$ cat config.mk
export PLATFORM = sky130hd
export DESIGN_NAME = pwm_cycle_ctrl
export DESIGN_NICKNAME = d
export VERILOG_FILES = /design/src/rtl/pwm_cyc_pkg.sv /design/src/rtl/pwm_level_map.sv /design/src/rtl/pwm_ramp_gen.sv /design/src/rtl/pwm_leb.sv /design/src/rtl/pwm_demag_latch.sv /design/src/rtl/pwm_gate_latch.sv /design/src/rtl/pwm_cycle_ctrl.sv
export SDC_FILE = /design/constraint.sdc
export NUM_CORES = 1
export LEC_CHECK = 0
export CORE_MARGIN = 2
export CORE_UTILIZATION = 64
export DETAILED_ROUTE_END_ITERATION = 10
export DONT_BUFFER_PORTS = 1
export GPL_TIMING_DRIVEN = 1
export PLACE_DENSITY = 0.76
export SLEW_MARGIN = 0
export SYNTH_ARGS = -nofsm -noshare
export SYNTH_HDL_FRONTEND = slang
export SYNTH_HIERARCHICAL = 1
export SYNTH_SLANG_ARGS = --single-unit
$ cat constraint.sdc
create_clock -name clk_i -period 5.24 [get_ports clk_i]
set_input_delay 0.524 -clock clk_i [delete_from_list [all_inputs] [get_ports clk_i]]
set_output_delay 0.524 -clock clk_i [all_outputs]
set_load 0.05 [all_outputs]
$ cat src/rtl/pwm_cyc_pkg.sv
package pwm_cyc_pkg;

  // Sawtooth portions of one switching period
  typedef enum logic [1:0] {
    PH_VALLEY = 2'd0,  // held at valley, waiting for demag release
    PH_RAMP   = 2'd1,  // charging portion, gate may be on
    PH_DISCH  = 2'd2   // discharge portion, clock pulse reported
  } ramp_ph_e;

  // Convert a duration in ns to whole clock cycles
  function automatic int ns_to_cyc(input int ns, input int clk_hz);
    return (ns * (clk_hz / 1000000)) / 1000;
  endfunction

endpackage

$ cat src/rtl/pwm_level_map.sv
// Maps the control word onto a ramp count threshold.
module pwm_level_map #(
  parameter int CTRL_W = 10,
  parameter int RISE   = 5125,
  parameter int CNT_W  = 13
) (
  input  logic [CTRL_W-1:0] ctrl_i,
  output logic [CNT_W-1:0]  thr_o
);
  localparam int PROD_W = CTRL_W + CNT_W;
  localparam logic [CTRL_W-1:0] FULL = {CTRL_W{1'b1}};

  logic [PROD_W-1:0] prod;

  always_comb begin
    prod = PROD_W'(ctrl_i) * PROD_W'(RISE);
    if (ctrl_i == FULL) thr_o = CNT_W'(RISE);
    else                thr_o = CNT_W'(prod >> CTRL_W);
  end
endmodule

$ cat src/rtl/pwm_ramp_gen.sv
// Digital sawtooth: ramp, discharge, optional valley wait.
module pwm_ramp_gen
  import pwm_cyc_pkg::*;
#(
  parameter int RISE  = 5125,
  parameter int FALL  = 1125,
  parameter int CNT_W = 13
) (
  input  logic             clk_i,
  input  logic             rst_i,
  input  logic             en_i,
  input  logic             pend_i,
  output ramp_ph_e         ph_o,
  output logic [CNT_W-1:0] cnt_o,
  output logic             start_o
);
  localparam logic [CNT_W-1:0] RISE_LAST = CNT_W'(RISE - 1);
  localparam logic [CNT_W-1:0] FALL_LAST = CNT_W'(FALL - 1);

  ramp_ph_e         ph_q;
  logic [CNT_W-1:0] cnt_q;

  // A new period may begin from the valley, or straight from the last
  // discharge count when demag has already been released.
  always_comb begin
    start_o = en_i && !pend_i &&
              ((ph_q == PH_VALLEY) ||
               (ph_q == PH_DISCH && cnt_q == FALL_LAST));
  end

  always_ff @(posedge clk_i) begin
    if (rst_i || !en_i) begin
      ph_q  <= PH_VALLEY;
      cnt_q <= '0;
    end else if (start_o) begin
      ph_q  <= PH_RAMP;
      cnt_q <= '0;
    end else begin
      case (ph_q)
        PH_RAMP: begin
          if (cnt_q == RISE_LAST) begin
            ph_q  <= PH_DISCH;
            cnt_q <= '0;
          end else begin
            cnt_q <= cnt_q + CNT_W'(1);
          end
        end
        PH_DISCH: begin
          if (cnt_q == FALL_LAST) begin
            ph_q  <= PH_VALLEY;
            cnt_q <= '0;
          end else begin
            cnt_q <= cnt_q + CNT_W'(1);
          end
        end
        default: begin
          ph_q  <= PH_VALLEY;
          cnt_q <= '0;
        end
      endcase
    end
  end

  assign ph_o  = ph_q;
  assign cnt_o = cnt_q;
endmodule

$ cat src/rtl/pwm_leb.sv
// Leading-edge blanking window timer.
module pwm_leb #(
  parameter int LEB = 120
) (
  input  logic clk_i,
  input  logic rst_i,
  input  logic gate_set_i,
  input  logic gate_q_i,
  output logic blank_o
);
  localparam int LW = $clog2(LEB + 2);
  localparam logic [LW-1:0] LIM = LW'(LEB);

  logic [LW-1:0] age_q;

  always_ff @(posedge clk_i) begin
    if (rst_i) begin
      age_q <= LIM;
    end else if (gate_set_i) begin
      age_q <= '0;
    end else if (gate_q_i && age_q < LIM) begin
      age_q <= age_q + LW'(1);
    end
  end

  assign blank_o = gate_q_i && (age_q < LIM);
endmodule

$ cat src/rtl/pwm_demag_latch.sv
// Demagnetisation pending flag: armed by a pulse start, released once the
// winding is seen below threshold with the gate off; ringing is ignored.
module pwm_demag_latch (
  input  logic clk_i,
  input  logic rst_i,
  input  logic en_i,
  input  logic gate_set_i,
  input  logic gate_q_i,
  input  logic zcd_i,
  output logic pend_o
);
  logic pend_q;

  always_ff @(posedge clk_i) begin
    if (rst_i || !en_i) begin
      pend_q <= 1'b0;
    end else if (gate_set_i) begin
      pend_q <= 1'b1;
    end else if (!gate_q_i && !zcd_i) begin
      pend_q <= 1'b0;
    end
  end

  assign pend_o = pend_q;
endmodule

$ cat src/rtl/pwm_gate_latch.sv
// PWM latch: set at period start, reset by ramp crossing or trip.
module pwm_gate_latch
  import pwm_cyc_pkg::*;
#(
  parameter int CNT_W = 13
) (
  input  logic             clk_i,
  input  logic             rst_i,
  input  logic             en_i,
  input  logic             start_i,
  input  logic [CNT_W-1:0] thr_i,
  input  ramp_ph_e         ph_i,
  input  logic [CNT_W-1:0] cnt_i,
  input  logic             cs_trip_i,
  input  logic             blank_i,
  output logic             gate_q_o,
  output logic             set_o,
  output logic             end_stb_o,
  output logic             end_oc_o
);
  logic gate_q, stb_q, oc_q;
  logic pwm_end, trip_end;

  always_comb begin
    set_o    = start_i && (thr_i != '0);
    trip_end = gate_q && cs_trip_i && !blank_i;
    pwm_end  = gate_q && ((ph_i != PH_RAMP) ||
               (({1'b0, cnt_i} + (CNT_W+1)'(1)) >= {1'b0, thr_i}));
  end

  always_ff @(posedge clk_i) begin
    if (rst_i) begin
      gate_q <= 1'b0;
      stb_q  <= 1'b0;
      oc_q   <= 1'b0;
    end else if (!en_i) begin
      gate_q <= 1'b0;
      stb_q  <= 1'b0;
    end else begin
      stb_q <= 1'b0;
      if (set_o) begin
        gate_q <= 1'b1;
      end else if (trip_end || pwm_end) begin
        gate_q <= 1'b0;
        stb_q  <= 1'b1;
        oc_q   <= trip_end;
      end
    end
  end

  assign gate_q_o  = gate_q;
  assign end_stb_o = stb_q;
  assign end_oc_o  = oc_q;
endmodule

$ cat src/rtl/pwm_cycle_ctrl.sv
// Top: fixed-frequency PWM cycle controller.
module pwm_cycle_ctrl
  import pwm_cyc_pkg::*;
#(
  parameter int CLK_HZ       = 250_000_000,
  parameter bit FAST_VARIANT = 1'b0,
  parameter int CTRL_W       = 10,
  parameter int DMAX_PCT     = 82
) (
  input  logic              clk_i,
  input  logic              rst_i,
  input  logic              en_i,
  input  logic [CTRL_W-1:0] ctrl_i,
  input  logic              cs_trip_i,
  input  logic              zcd_i,
  output logic              gate_o,
  output logic              clk_pulse_o,
  output logic              blank_o,
  output logic              end_stb_o,
  output logic              end_oc_o
);
  localparam int FSW    = FAST_VARIANT ? 75000 : 40000;
  localparam int LEB_NS = FAST_VARIANT ? 250 : 480;
  localparam int PERIOD = CLK_HZ / FSW;
  localparam int RISE   = (PERIOD * DMAX_PCT) / 100;
  localparam int FALL   = PERIOD - RISE;
  localparam int LEB    = ns_to_cyc(LEB_NS, CLK_HZ);
  localparam int CNT_W  = $clog2(PERIOD + 1);

  ramp_ph_e         ph;
  logic [CNT_W-1:0] cnt;
  logic [CNT_W-1:0] thr;
  logic             start, gate_set, gate_q, dmg_pend, blank;

  pwm_level_map #(.CTRL_W(CTRL_W), .RISE(RISE), .CNT_W(CNT_W)) u_map (
    .ctrl_i (ctrl_i),
    .thr_o  (thr)
  );

  pwm_ramp_gen #(.RISE(RISE), .FALL(FALL), .CNT_W(CNT_W)) u_ramp (
    .clk_i   (clk_i),
    .rst_i   (rst_i),
    .en_i    (en_i),
    .pend_i  (dmg_pend),
    .ph_o    (ph),
    .cnt_o   (cnt),
    .start_o (start)
  );

  pwm_leb #(.LEB(LEB)) u_leb (
    .clk_i      (clk_i),
    .rst_i      (rst_i),
    .gate_set_i (gate_set),
    .gate_q_i   (gate_q),
    .blank_o    (blank)
  );

  pwm_demag_latch u_dmg (
    .clk_i      (clk_i),
    .rst_i      (rst_i),
    .en_i       (en_i),
    .gate_set_i (gate_set),
    .gate_q_i   (gate_q),
    .zcd_i      (zcd_i),
    .pend_o     (dmg_pend)
  );

  pwm_gate_latch #(.CNT_W(CNT_W)) u_gate (
    .clk_i     (clk_i),
    .rst_i     (rst_i),
    .en_i      (en_i),
    .start_i   (start),
    .thr_i     (thr),
    .ph_i      (ph),
    .cnt_i     (cnt),
    .cs_trip_i (cs_trip_i),
    .blank_i   (blank),
    .gate_q_o  (gate_q),
    .set_o     (gate_set),
    .end_stb_o (end_stb_o),
    .end_oc_o  (end_oc_o)
  );

  // Disable removes the drive within the same clock
  assign gate_o      = gate_q & en_i;
  assign clk_pulse_o = (ph == PH_DISCH);
  assign blank_o     = blank;
endmodule

==> metrics.md, run 1 <==
| Metric | Value |
|---|---|
| Sequential share of the synthesized area | `between 15 and 20%` |
| Number of global-route vias before repair | `roughly 2500` |
| Top cell family by delay on the critical path | `adder cells` |
| Die width | `between 70 and 80 um` |
| Tot Pwr | `around 650 uW` |
| Count of cell types in the netlist | `66` |
| Root buf cell | `clkbuf_8` |
| ANT nets after route | `0` |
| Rows | `25` |
| HPWL after detailed placement | `between 5 and 6 mm` |
| Layout cell share with drive strength beyond 1 | `under 10%` |
| Final setup TNS | `0 ps` |
| Critical-path maximum fanout | `6` |
| Placer Congestion | `0.917` |
| Largest net degree at the start of global routing | `16` |
| Max Root-Sink Buffers | `2` |
| Slew headroom | `59.8%` |
| Async S/R FF share, synth | `0%` |
| CTS resizes | `0` |
| Hold Crit Depth | `1` |
| Antenna violations before repair | `0` |
| Area delta synth->final | `4.35%` |
| Worst Clk Skew | `roughly 8.7 ps` |
| Pre-CTS setup slack | `around 150 ps` |
| Synth top area share | `about a fifth` |
| Setup crit end kind | `flop` |
| Post-CTS setup buffers | `0` |
| Part of the cycle the worst path needs | `94.0%` |
| Fmax | `between 0.2 and 0.25 GHz` |
| Kind of critical path | `primary input to flop` |
| Synthesized netlist cell count | `around 380` |
| Ports | `20` |
| Critical Path RT | `around 5400 ps` |
| WL/cell | `15.1 um` |
| Largest area contributor in the netlist | `ha_1` |
| Power per Cell Area | `approximately 200 nW/um^2` |
| DR pass1 iterations | `5` |
| Inserted Diodes | `0` |
| Initial Util | `between 60% and 70%` |
| MaxCap Viol Count | `0` |
| Die H | `74.0 um` |
| FF/Latch Area | `around 520 um^2` |
| Drt drc | `0` |
| H-tree depth | `1` |
| Peak VDD IR | `about 150 uV` |
| Status | `completed` |
| Nets@finish | `450` |
| Cts bufs inserted | `3` |
| Crit path buffers/inverters | `1` |
| Syn avg cell area | `roughly 8.4 um^2` |
| Multi-input logic area | `between 2000 and 2500 um^2` |
| #FFs+latches synth | `26` |
| Ys flop type | `dfxtp_1` |
| Port Buffers | `0` |
| Unrepaired setup endpoints after global routing | `no` |
| Min cycle time layout | `around 5000 ps` |
| Reg2Reg Depth | `12` |
| Stages on worst setup path | `18` |
| Slowest-stage cell, CP | `fa_1` |
| Vias/cell | `between 6 and 7` |
| Clk Latency, worst-skew pair | `280 ps` |
| HP Class | `primary input to flop` |
| Initial DRC Count | `between 200 and 300` |
| Crit path arrival time | `roughly 5100 ps` |
| Slew @ Worst Pin | `between 600 and 700 ps` |
| # setup viols final | `0` |
| Clock tree sinks | `26` |
| Cell Area, Synth | `roughly 3100 um^2` |
| Yosys warnings | `6` |
| Pins Over Slew Limit | `0` |
| Fillers | `a little under 400` |
| EDFF count, synth | `0` |
| CP Launch Type | `primary input` |
| CTS tree | `done` |
| Hold Buf Count CTS | `0` |
| Core Region | `4720 um^2` |
| Post-route worst setup slack | `around 310 ps` |
| DR vias | `between 2000 and 3000` |
| Commonest non-fill, non-tap cell in the layout | `ha_1` |
| Crit path cell chain | `ha_1 > ha_1 > fa_1 > ha_1 > ha_1 > ha_1 > and3_1 > nand4_1 > a31oi_1 > o21ai_0 > mux2i_1 > inv_1 > ha_1 > a21o_1 > a221oi_1 > o311a_1 > o21ai_1 > o41ai_1` |
| LEAKAGE | `about 0.0015 uW` |
| Worst-path clk slew | `about 90 ps` |
| Crit path top cell by count | `ha_1` |
| Area contributors post-synth | `ha_1, dfxtp_1, nor3_1, nand2_1, xor2_1` |
| Die area | `roughly 5500 um^2` |
| Syn Nets | `447` |
| Global route total overflow | `0` |
| Global-route wire length before repair | `11.3 mm` |
| Hold Fails Final Rpt | `0` |
| Total Routing Usage GR | `26.0%` |
| Leading cell types in the layout, fill and taps excluded | `ha_1, nand2_1, nor3_1, inv_1, dfxtp_1` |
| WL final | `approximately 6.7 mm` |
| CP max stage delay | `~400 ps` |
[flip-flops by register name, summed over array words and instances, names as in the netlist]
register / flops
u_dmg/pend_o: 1
u_gate/end_stb_o: 1
u_ramp/cnt_o: 13
u_leb/age_q: 7
u_gate/gate_q_o: 1
u_gate/end_oc_o: 1
u_ramp/ph_o: 2
[worst paths after layout]
kind,slack [ps],endpoint,startpoint
worst min register to register,480,u_leb/age_q[0]$_SDFFE_PP0N_,u_leb/age_q[0]$_SDFFE_PP0N_
worst min-delay path,310,u_dmg/pend_o$_SDFFE_PP0P_,rst_i
worst max-delay path,310,u_gate/gate_q_o$_SDFFE_PP0P_,ctrl_i[7]
worst max register to register,2050,u_gate/gate_q_o$_SDFFE_PP0P_,u_ramp/cnt_o[0]$_SDFF_PP0_
[stage by stage]
stage          std cells  area [um^2]  hold WS (ps)  utilization [%]
2_1_floorplan        375         3140           452                -
3_3_place_gp         440         3200           466             67.8
3_5_place_dp         440         3200           476             67.8
4_1_cts              444         3270           303             69.3
5_1_grt              444         3270           304             69.3
6_report             444         3270           311             69.3
[where the power goes]
group          leakage, uW  switching, uW  total, uW  internal [uW]
registers         0.000211           7.13        209            202
clock network    0.0000357           65.3        168            102
logic              0.00122            166        272            107
[synth_stat cells, drive strengths merged (3+ instances only)]
library cell	number
a211oi	4
or4	7
nand2	36
dfxtp	26
buf	3
xnor2	10
a21o	5
and4	6
nor2b	6
nand2b	4
o211ai	3
nand3	19
a21oi	10
nand4	12
o21ai	11
o21a	8
a31oi	4
nor3	30
and2	5
ha	53
nor4b	4
and3	7
xor2	14
a41oi	4
mux2i	5
inv	29
nor4	4
nor2	15
fa	4
[routing by layer]
layer	vias to the layer above	GRT usage, %	part of all wire (%)
li1	1400	-	-
met1	1332	36.9	48
met2	92	41.3	45
met3	10	4.88	6.9
met4	0	5.86	0.98
met5	-	0	0
[cells by family (layout without fill, tap and decap cells)]
family,after synthesis,in the layout,synth area share (%)
simple gates,166,166,31.4
compound gates,63,63,15.0
fa+ha+maj,57,57,23.7
buf+inv,34,36,4.79
flops,26,26,16.6
xor+xnor,24,24,6.94
mux,5,5,1.60
[area by class of cell]
type	instances	area share (%)
clock buffers	3	1.26
clock inverters	1	0.918
inverters	29	3.33
multi-input cells	315	75.3
flip-flops and latches	26	15.9
well taps	67	2.56
repair buffers	3	0.688
No activity file was read; power rests on OpenSTA's default activity.
==> inputs of run 2 (changes only) <==
==> constraint.sdc (replaced) <==
create_clock -name clk_i -period 5.24 [get_ports clk_i]
set_input_delay 0.786 -clock clk_i [delete_from_list [all_inputs] [get_ports clk_i]]
set_output_delay 0.786 -clock clk_i [all_outputs]
set_load 0.05 [all_outputs]
==> run 2 against run 1 <==
  * Total power grew 0.20%
  * First-iteration DRC count shrank 7.1%
  * Flip-flop and latch count is the same
  * Worst hold slack gained 170 ps
  * Critical path type unchanged
  * Clock-buffer cell count is the same
  * Largest power group unchanged
  * Wire length shrank 0.85%
  * Design area grew 0.84%
==> metrics.md, run 2 (synthesized netlist as in run 1, its figures left out) <==
| Metric | Value |
|---|---|
| Layout cell share with drive strength beyond 1 | `9.21%` |
| Nets@finish | `between 400 and 500` |
| LEAKAGE | `about 0.0015 uW` |
| Power per Cell Area | `a little under 200 nW/um^2` |
| Drt drc | `0` |
| Vias/cell | `between 6 and 7` |
| Worst-path clk slew | `roughly 90 ps` |
| Hold Buf Count CTS | `0` |
| CP Launch Type | `primary input` |
| HP Class | `flop to flop` |
| Global-route wire length before repair | `11.3 mm` |
| Critical-path maximum fanout | `6` |
| Inserted Diodes | `0` |
| Die area | `approximately 5500 um^2` |
| Core Region | `between 4000 and 5000 um^2` |
| Dpl cells | `~440` |
| Setup crit end kind | `flop` |
| # setup viols final | `0` |
| Placer Congestion | `between 0.8 and 0.9` |
| Placed cell area | `approximately 3200 um^2` |
| Number of global-route vias before repair | `about 2500` |
| Top Usage Layer GRT | `met2` |
| Commonest non-fill, non-tap cell in the layout | `ha_1` |
| Cts bufs inserted | `3` |
| ANT nets after route | `0` |
| CTS tree | `done` |
| Worst Clk Skew | `6.06 ps` |
| WL final | `6.66 mm` |
| Root buf cell | `clkbuf_8` |
| Antenna violations before repair | `0` |
| Clock tree sinks | `26` |
| Ports | `20` |
| Pins Over Slew Limit | `0` |
| Min cycle time layout | `~5000 ps` |
| Crit path arrival time | `approximately 5200 ps` |
| DR vias | `around 2800` |
| Port Buffers | `0` |
| Status | `completed` |
| Hold Fails Final Rpt | `0` |
| Max reg flops | `13` |
| Met2 usage | `a little over 40%` |
| Number of standard cells in the final layout excluding fillers | `around 450` |
| Leading cell types in the layout, fill and taps excluded | `ha_1, nand2_1, nor3_1, inv_1, dfxtp_1` |
| Clk Latency, worst-skew pair | `between 200 and 300 ps` |
| Global route total overflow | `0` |
| Post-Layout Inst Area | `about 3300 um^2` |
| Peak VDD IR | `around 200 uV` |
| Kind of critical path | `primary input to flop` |
| DR pass1 iterations | `5` |
| Critical Path RT | `around 5500 ps` |
| Unrepaired setup endpoints after global routing | `no` |
| Total Routing Usage GR | `between 20% and 30%` |
| Initial DRC Count | `between 200 and 250` |
| WL/cell | `around 15 um` |
| Part of the cycle the worst path needs | `between 90% and 100%` |
| Slew headroom | `between 50% and 60%` |
| HPWL after detailed placement | `between 5 and 6 mm` |
| Met3 Track Usage GR | `roughly 3.4%` |
| Die width | `approximately 74 um` |
| H-tree depth | `1` |
| Rows | `25` |
| Max Root-Sink Buffers | `2` |
| Largest net degree at the start of global routing | `16` |
| Die H | `between 70 and 80 um` |
| Fmax | `0.199 GHz` |
| Slew @ Worst Pin | `between 600 and 700 ps` |
| Area delta synth->final | `5.23%` |
| Final Util | `between 60% and 70%` |
| GR Util met1 | `approximately two fifths` |
| MaxCap Viol Count | `0` |
| Initial Util | `66.4%` |
[run 2: worst paths after layout]
path | slack, ps | start | depth (start not counted) | to
worst max-delay path | 220 | ctrl_i[7] | 18 | u_leb/age_q[0]$_SDFFE_PP0N_
worst min-delay path | 480 | u_leb/age_q[1]$_SDFFE_PP0N_ | 2 | u_leb/age_q[1]$_SDFFE_PP0N_
worst max register to register | 2180 | u_ramp/cnt_o[0]$_SDFF_PP0_ | 12 | u_gate/gate_q_o$_SDFFE_PP0P_
worst min register to register | 480 | u_leb/age_q[1]$_SDFFE_PP0N_ | 2 | u_leb/age_q[1]$_SDFFE_PP0N_
[run 2: worst max-delay path: stages]
cell and delay, ps:
ha_1 180, ha_1 220, fa_1 380, ha_1 300
ha_1 290, ha_1 380, and3_1 200, nand4_1 150
nand3_1 170, a211oi_1 320, mux2i_1 170, or4_4 540
nor4_2 220, a41oi_2 210, buf_4 200, nor2_1 270
nand4b_1 150, o21ai_1 90
[run 2: what timing repair did]
action                                 4_1_cts  5_1_grt
setup endpoints to repair                    0        1
setup buffers                                0        0
endpoints found under the hold margin        0        0
resized for setup                            0        1
[run 2: per-stage QoR]
stage,hold slack (ps),total power [uW],TNS [ps],setup WS (ps)
after CTS,491,651,0,247
after global routing,504,697,0,26.5
after detailed placement,476,482,-29.4,-29.4
after floorplan,452,421,0,383
final,485,650,0,221
after global placement,466,478,0,37.3
[run 2: layout make-up]
cell class / instances / area [um^2]
Clock inverter: 1 / 30.0
Tap cell: 67 / 83.8
Fill cell: 381 / 1420
Inverter: 29 / 109
Multi-Input combinational cell: 315 / 2470
Sequential cell: 26 / 520
Timing Repair Buffer: 6 / 45.0
Clock buffer: 3 / 41.3
[run 2: power by group]
group,switching [uW],leakage (uW),internal (uW),total [uW]
combinational,165,0.00123,110,275
clock,64.3,0.0000357,102,167
sequential,7.33,0.000211,202,209
total,236,0.00148,414,650
[run 2: metal layers]
metal / routed length [um] / part of all wire (%)
met2: 2920 / 44
met1: 3270 / 49
met4: 63 / 0.95
met5: 0 / 0
met3: 406 / 6.1
